--- src/rtl/isn_pkg.sv ---
package isn_pkg;

   // Register layout (byte addresses)
   localparam int EN_BASE  = 'h010;
   localparam int CFG_BASE = 'h110;

   // Sense codes
   localparam logic [2:0] SENSE_LVL_LO = 3'b000;
   localparam logic [2:0] SENSE_FALL   = 3'b010;
   localparam logic [2:0] SENSE_LVL_HI = 3'b100;
   localparam logic [2:0] SENSE_RISE   = 3'b110;
   localparam logic [2:0] SENSE_BOTH   = 3'b111;

   // Bits of bank word b that map onto existing pins
   function automatic logic [31:0] bank_mask(input int num_pins, input int b);
      logic [31:0] m;
      for (int j = 0; j < 32; j++) m[j] = ((b * 32 + j) < num_pins);
      return m;
   endfunction

endpackage

--- src/rtl/isn_sync.sv ---
module isn_sync #(
   parameter int W      = 8,
   parameter int STAGES = 2
) (
   input  logic         clk,
   input  logic         rst_n,
   input  logic [W-1:0] din,
   output logic [W-1:0] dout
);
   logic [W-1:0] stage_q [STAGES];

   for (genvar k = 0; k < STAGES; k++) begin : g_stage
      if (k == 0) begin : g_first
         always_ff @(posedge clk or negedge rst_n) begin
            if (!rst_n) stage_q[k] <= '0;
            else        stage_q[k] <= din;
         end
      end else begin : g_next
         always_ff @(posedge clk or negedge rst_n) begin
            if (!rst_n) stage_q[k] <= '0;
            else        stage_q[k] <= stage_q[k-1];
         end
      end
   end

   assign dout = stage_q[STAGES-1];
endmodule

--- src/rtl/isn_regs.sv ---
module isn_regs
   import isn_pkg::*;
#(
   parameter int NUM_PINS = 126,
   parameter int ADDR_W   = 12
) (
   input  logic                  clk,
   input  logic                  rst_n,
   input  logic                  wr_en,
   input  logic                  rd_en,
   input  logic [ADDR_W-1:0]     addr,
   input  logic [31:0]           wdata,
   output logic [31:0]           rdata,
   output logic [NUM_PINS-1:0]   pin_en,
   output logic [NUM_PINS*3-1:0] pin_cfg
);
   localparam int NBANK = (NUM_PINS + 31) / 32;

   logic [31:0] en_q  [NBANK];
   logic [2:0]  cfg_q [NUM_PINS];
   logic [31:0] rd_word;

   // Enable bank words; bits without a pin are masked on write
   for (genvar b = 0; b < NBANK; b++) begin : g_bank
      localparam logic [ADDR_W-1:0] BANK_ADDR = ADDR_W'(EN_BASE + 4 * b);
      localparam logic [31:0]       BANK_MASK = bank_mask(NUM_PINS, b);
      always_ff @(posedge clk or negedge rst_n) begin
         if (!rst_n)                          en_q[b] <= '0;
         else if (wr_en && addr == BANK_ADDR) en_q[b] <= wdata & BANK_MASK;
      end
   end

   // Per-pin configuration words, three stored bits each
   for (genvar i = 0; i < NUM_PINS; i++) begin : g_cfg
      localparam logic [ADDR_W-1:0] CFG_ADDR = ADDR_W'(CFG_BASE + 4 * i);
      always_ff @(posedge clk or negedge rst_n) begin
         if (!rst_n)                         cfg_q[i] <= SENSE_LVL_LO;
         else if (wr_en && addr == CFG_ADDR) cfg_q[i] <= wdata[2:0];
      end
      assign pin_en[i]          = en_q[i / 32][i % 32];
      assign pin_cfg[i*3 +: 3]  = cfg_q[i];
   end

   // Read decode: exact address match only
   always_comb begin
      rd_word = '0;
      for (int b = 0; b < NBANK; b++)
         if (addr == ADDR_W'(EN_BASE + 4 * b)) rd_word = en_q[b];
      for (int i = 0; i < NUM_PINS; i++)
         if (addr == ADDR_W'(CFG_BASE + 4 * i)) rd_word = {29'd0, cfg_q[i]};
   end

   always_ff @(posedge clk or negedge rst_n) begin
      if (!rst_n)     rdata <= '0;
      else if (rd_en) rdata <= rd_word;
      else            rdata <= '0;
   end
endmodule

--- src/rtl/isn_pin.sv ---
module isn_pin
   import isn_pkg::*;
(
   input  logic       clk,
   input  logic       rst_n,
   input  logic       sync_in,
   input  logic       enable,
   input  logic [2:0] sense,
   output logic       irq
);
   // Edge history tracks the synchronized input on every cycle, so a
   // change of sense code compares two equal samples and cannot pulse.
   logic hist_q;
   logic raw;

   always_ff @(posedge clk or negedge rst_n) begin
      if (!rst_n) hist_q <= 1'b0;
      else        hist_q <= sync_in;
   end

   always_comb begin
      unique case (sense)
         SENSE_LVL_HI: raw = sync_in;
         SENSE_LVL_LO: raw = ~sync_in;
         SENSE_RISE:   raw = sync_in & ~hist_q;
         SENSE_FALL:   raw = ~sync_in & hist_q;
         SENSE_BOTH:   raw = sync_in ^ hist_q;
         default:      raw = 1'b0;
      endcase
   end

   assign irq = enable & raw;
endmodule

--- src/rtl/irq_sense_norm.sv ---
module irq_sense_norm
   import isn_pkg::*;
#(
   parameter int NUM_PINS    = 126,
   parameter int ADDR_W      = 12,
   parameter int SYNC_STAGES = 2
) (
   input  logic                clk,
   input  logic                rst_n,
   input  logic                reg_wr_en,
   input  logic                reg_rd_en,
   input  logic [ADDR_W-1:0]   reg_addr,
   input  logic [31:0]         reg_wdata,
   output logic [31:0]         reg_rdata,
   input  logic [NUM_PINS-1:0] irq_in,
   output logic [NUM_PINS-1:0] irq_out
);
   localparam int NBANK    = (NUM_PINS + 31) / 32;
   localparam int CFG_END  = CFG_BASE + 4 * NUM_PINS;

   if (NUM_PINS < 1 || NUM_PINS > 126) begin : g_bad_pins
      $error("NUM_PINS must lie in 1..126");
   end
   if (EN_BASE + 4 * NBANK > CFG_BASE) begin : g_bad_banks
      $error("enable banks overlap configuration words");
   end
   if (CFG_END > (1 << ADDR_W)) begin : g_bad_addr
      $error("ADDR_W too narrow for the configuration words");
   end
   if (SYNC_STAGES < 2) begin : g_bad_sync
      $error("SYNC_STAGES must be at least 2");
   end

   logic [NUM_PINS-1:0]   pin_en;
   logic [NUM_PINS*3-1:0] pin_cfg;
   logic [NUM_PINS-1:0]   irq_sync;

   isn_regs #(.NUM_PINS(NUM_PINS), .ADDR_W(ADDR_W)) regs_i (
      .clk     (clk),
      .rst_n   (rst_n),
      .wr_en   (reg_wr_en),
      .rd_en   (reg_rd_en),
      .addr    (reg_addr),
      .wdata   (reg_wdata),
      .rdata   (reg_rdata),
      .pin_en  (pin_en),
      .pin_cfg (pin_cfg)
   );

   isn_sync #(.W(NUM_PINS), .STAGES(SYNC_STAGES)) sync_i (
      .clk   (clk),
      .rst_n (rst_n),
      .din   (irq_in),
      .dout  (irq_sync)
   );

   for (genvar i = 0; i < NUM_PINS; i++) begin : g_pin
      isn_pin pin_i (
         .clk     (clk),
         .rst_n   (rst_n),
         .sync_in (irq_sync[i]),
         .enable  (pin_en[i]),
         .sense   (pin_cfg[i*3 +: 3]),
         .irq     (irq_out[i])
      );
   end
endmodule

--- config.mk ---
export PLATFORM = sky130hd
export DESIGN_NAME = irq_sense_norm
export DESIGN_NICKNAME = d
export VERILOG_FILES = /design/src/rtl/isn_pkg.sv /design/src/rtl/isn_sync.sv /design/src/rtl/isn_regs.sv /design/src/rtl/isn_pin.sv /design/src/rtl/irq_sense_norm.sv
export SDC_FILE = /design/constraint.sdc
export NUM_CORES = 2
export LEC_CHECK = 0
export CAP_MARGIN = 20
export CORE_MARGIN = 2
export CORE_UTILIZATION = 60
export DETAILED_ROUTE_END_ITERATION = 16
export PLACE_DENSITY = 0.81
export SYNTH_ARGS = -nofsm -noshare
export SYNTH_HDL_FRONTEND = slang
export SYNTH_SLANG_ARGS = --single-unit
--- constraint.sdc ---
create_clock -name clk -period 3.26 [get_ports clk]
set_clock_uncertainty 0.05 [all_clocks]
set_input_delay 0.652 -clock clk [delete_from_list [all_inputs] [get_ports clk]]
set_output_delay 0.652 -clock clk [all_outputs]
set_load 0.005 [all_outputs]
==> run metrics <==
Least-Margin Pin Slew 0.8003 ns; Worst-path clk slew 0.07 ns; largest net degree at the start of global routing 97; f_max 306.1 MHz; Num CTS Buffers 93; vias in the first global route 40410; GRT busiest layer met2; final setup vio count 2; hold path startpoint sync_i.stage_q[195]; vias 39140; crit path buf inv count 3; Routed WL 187.1 mm; clk_lat worst skew 0.68 ns; Mapped Area 46830 um^2; Arr. time, crit path 3.83 ns; leakage 27.31 nW; TritonCTS clock tree done; worst r2r src regs_i.pin_cfg[316]; overall power 24.86 mW; Slowest-stage cell, CP nor4b_4; maximum vdd drop 0.5416 mV; Boundary Pins 332; WL/cell 32.15 um; final worst-path cycle share 100.2%; DPL Wire Length 137.8 mm; GP Congestion 1.078; Pwr Density 429.5 nW/um^2; Crit Path Class input pin to flop; met1 usage 61.41%; failing checks negative setup slack; fillers 4844; post-synthesis sequential area ratio 48.84%; Final Hold Vio Count 0; initial core utilization 60.55%; syn nets 4516; Placed Area 54360 um^2; Critical Path RT 3.82 ns; most used flip-flop cell after synthesis dfrtp_1; status finished with violations; Layout Area Growth over Synthesis 23.60%; min Tclk post-route 3.267 ns; DR DRC count 0; worst min-delay path class flop to flop; CP Launch Type input pin; Rows 102; Setup TNS -0.008823 ns; DP Worst Slack -1.067 ns; number of port buffers 331; fin area 57880 um^2; Placeable Area 77340 um^2; Crit Path Max Fanout 6; clock sinks 914; final worst slack -0.007083 ns; number of synthesized flops with an enable pin 0; Max-slew headroom 46.64%; global-route wire length before repair 272.6 mm; Async SR Flop Fraction 100.0%; max incr delay on CP 0.55 ns; Top delay family on crit path simple AND/OR/NAND/NOR gates; Synth Instances 4090; CP Cell Sequence clkdlybuf4s50_1, nor4b_4, buf_6, nand2_1, o32ai_1, buf_4, a211oi_2, o2111ai_1, and4_1, nand4_1, o31ai_1, o211a_1; die footprint 80300 um^2; fraction of layout cells with a size suffix above 1 27.13%; GRT Total Usage 46.16%; GRT Residual Overflow 0; maxcap violations 0; met2 Usage GRT 71.34%; Netlist cell types 83; CP Capture Type flop; Slew Limit Fails 0; CTS root buf clkbuf_16; die width 283.4 um; DRT Pass-1 Iters 6; clk buf depth 3; Layout Nets 5125; Max H-tree Level 3; number of routed nets with antenna violations 0; initial antenna violation count 10; Syn Area/Cell 11.45 um^2; Vert. Die Dim 283.4 um; Crit. Startpoint reg_addr[10]; yosys warns 0; DR iter-0 viols 4932; GR Util met3 10.64%; Synth Register Bits 914; vias per cell 6.726
==> synthesized netlist by cell type, types with 115 or more instances <==
master / count / area, um^2
buf_4: 133 / 998.5
mux2i_1: 138 / 1381
a21boi_0: 127 / 953.4
nand2_1: 196 / 735.7
nor2_1: 220 / 825.8
dfrtp_1: 914 / 22870
a21oi_1: 115 / 575.6
mux2_2: 510 / 5743
clkbuf_1: 144 / 540.5
a211oi_1: 133 / 998.5
a211o_1: 129 / 1130
nand4b_1: 128 / 1121
inv_1: 262 / 983.4
ha_1: 252 / 3153
==> stage by stage <==
stage          std cells  hold slack, ns  utilization, %
2_1_floorplan       4090          0.2812               -
3_3_place_gp        5638          0.2816           70.29
3_5_place_dp        5638          0.2847           70.29
4_1_cts             5810          0.2848           74.50
5_1_grt             5813          0.2962           74.82
6_report            5819          0.2871           74.84
==> cell families after synthesis <==
group                      count (synthesis)  synth area share [%]
adders and majority gates                252                 6.733
buffers and inverters                    616                 6.220
and+or+nand+nor                          743                 8.550
AOI/OAI and AO/OA                        910                 14.13
muxes                                    654                 15.50
xor gates and xnor gates                   1               0.01871
DFF                                      914                 48.84
==> layer usage <==
layer / share of wire, % / vias to the layer above
li1: - / 16060
met1: 38 / 19950
met2: 45 / 2511
met3: 11 / 619
met4: 5.9 / 4
met5: 0.011 / -
==> registers in the layout (all words and copies together), names as in the netlist <==
name                count
sync_i.stage_q        126
regs_i.pin_en         126
regs_i.pin_cfg        378
sync_i.dout           126
regs_i.rdata           32
g_pin.pin_i.hist_q    126
==> cell usage in the layout, fill, tap and decap left out, types with 131 or more instances in the layout <==
master	Yosys	layout
dfrtp_1	914	899
mux2_2	510	510
buf_4	133	471
clkdlybuf4s50_1	0	309
inv_1	262	262
ha_1	252	252
nor2_1	220	209
nand2_1	196	192
mux2i_1	138	138
a211oi_1	133	131
==> report_power, final <==
part	internal (mW)	leakage, nW	total [mW]	switching (mW)
combinational	0.839	13.9	1.95	1.11
clock	6.34	1.55	11.0	4.70
sequential	11.6	11.9	11.9	0.256
==> cell type report <==
cell class	count	area, um^2	area share (%)
timing repair buffer	868	8145	14.07
clock buffer	138	2779	4.801
inverter	262	983.4	1.699
multi-input combinational	2560	21380	36.93
antenna	6	15.01	0.02594
sequential	914	22890	39.55
tap	1040	1301	2.248
clock inverter	31	387.9	0.6702
==> final timing paths <==
| kind | end | slack [ns] | cells past startpoint |
|---|---|---|---|
| worst max-delay path | regs_i.rdata[0] | -0.007 | 12 |
| worst min-delay path | sync_i.dout[69] | 0.29 | 0 |
| worst max register to register | regs_i.rdata[1] | 0.40 | 10 |
| worst min register to register | sync_i.dout[69] | 0.29 | 0 |
| max in group asynchronous | regs_i.pin_en[121] | 1.53 | 3 |
| min in group asynchronous | sync_i.dout[41] | 0.57 | 2 |
==> timing repair <==
action,in CTS,in global routing
pin swaps,4,7
gates resized for setup,73,89
buffers inserted,2,3
endpoints found under the hold margin,11,0
endpoints found under the setup margin,48,54
hold buffers,1,0
(Power assumes the default switching activity.)
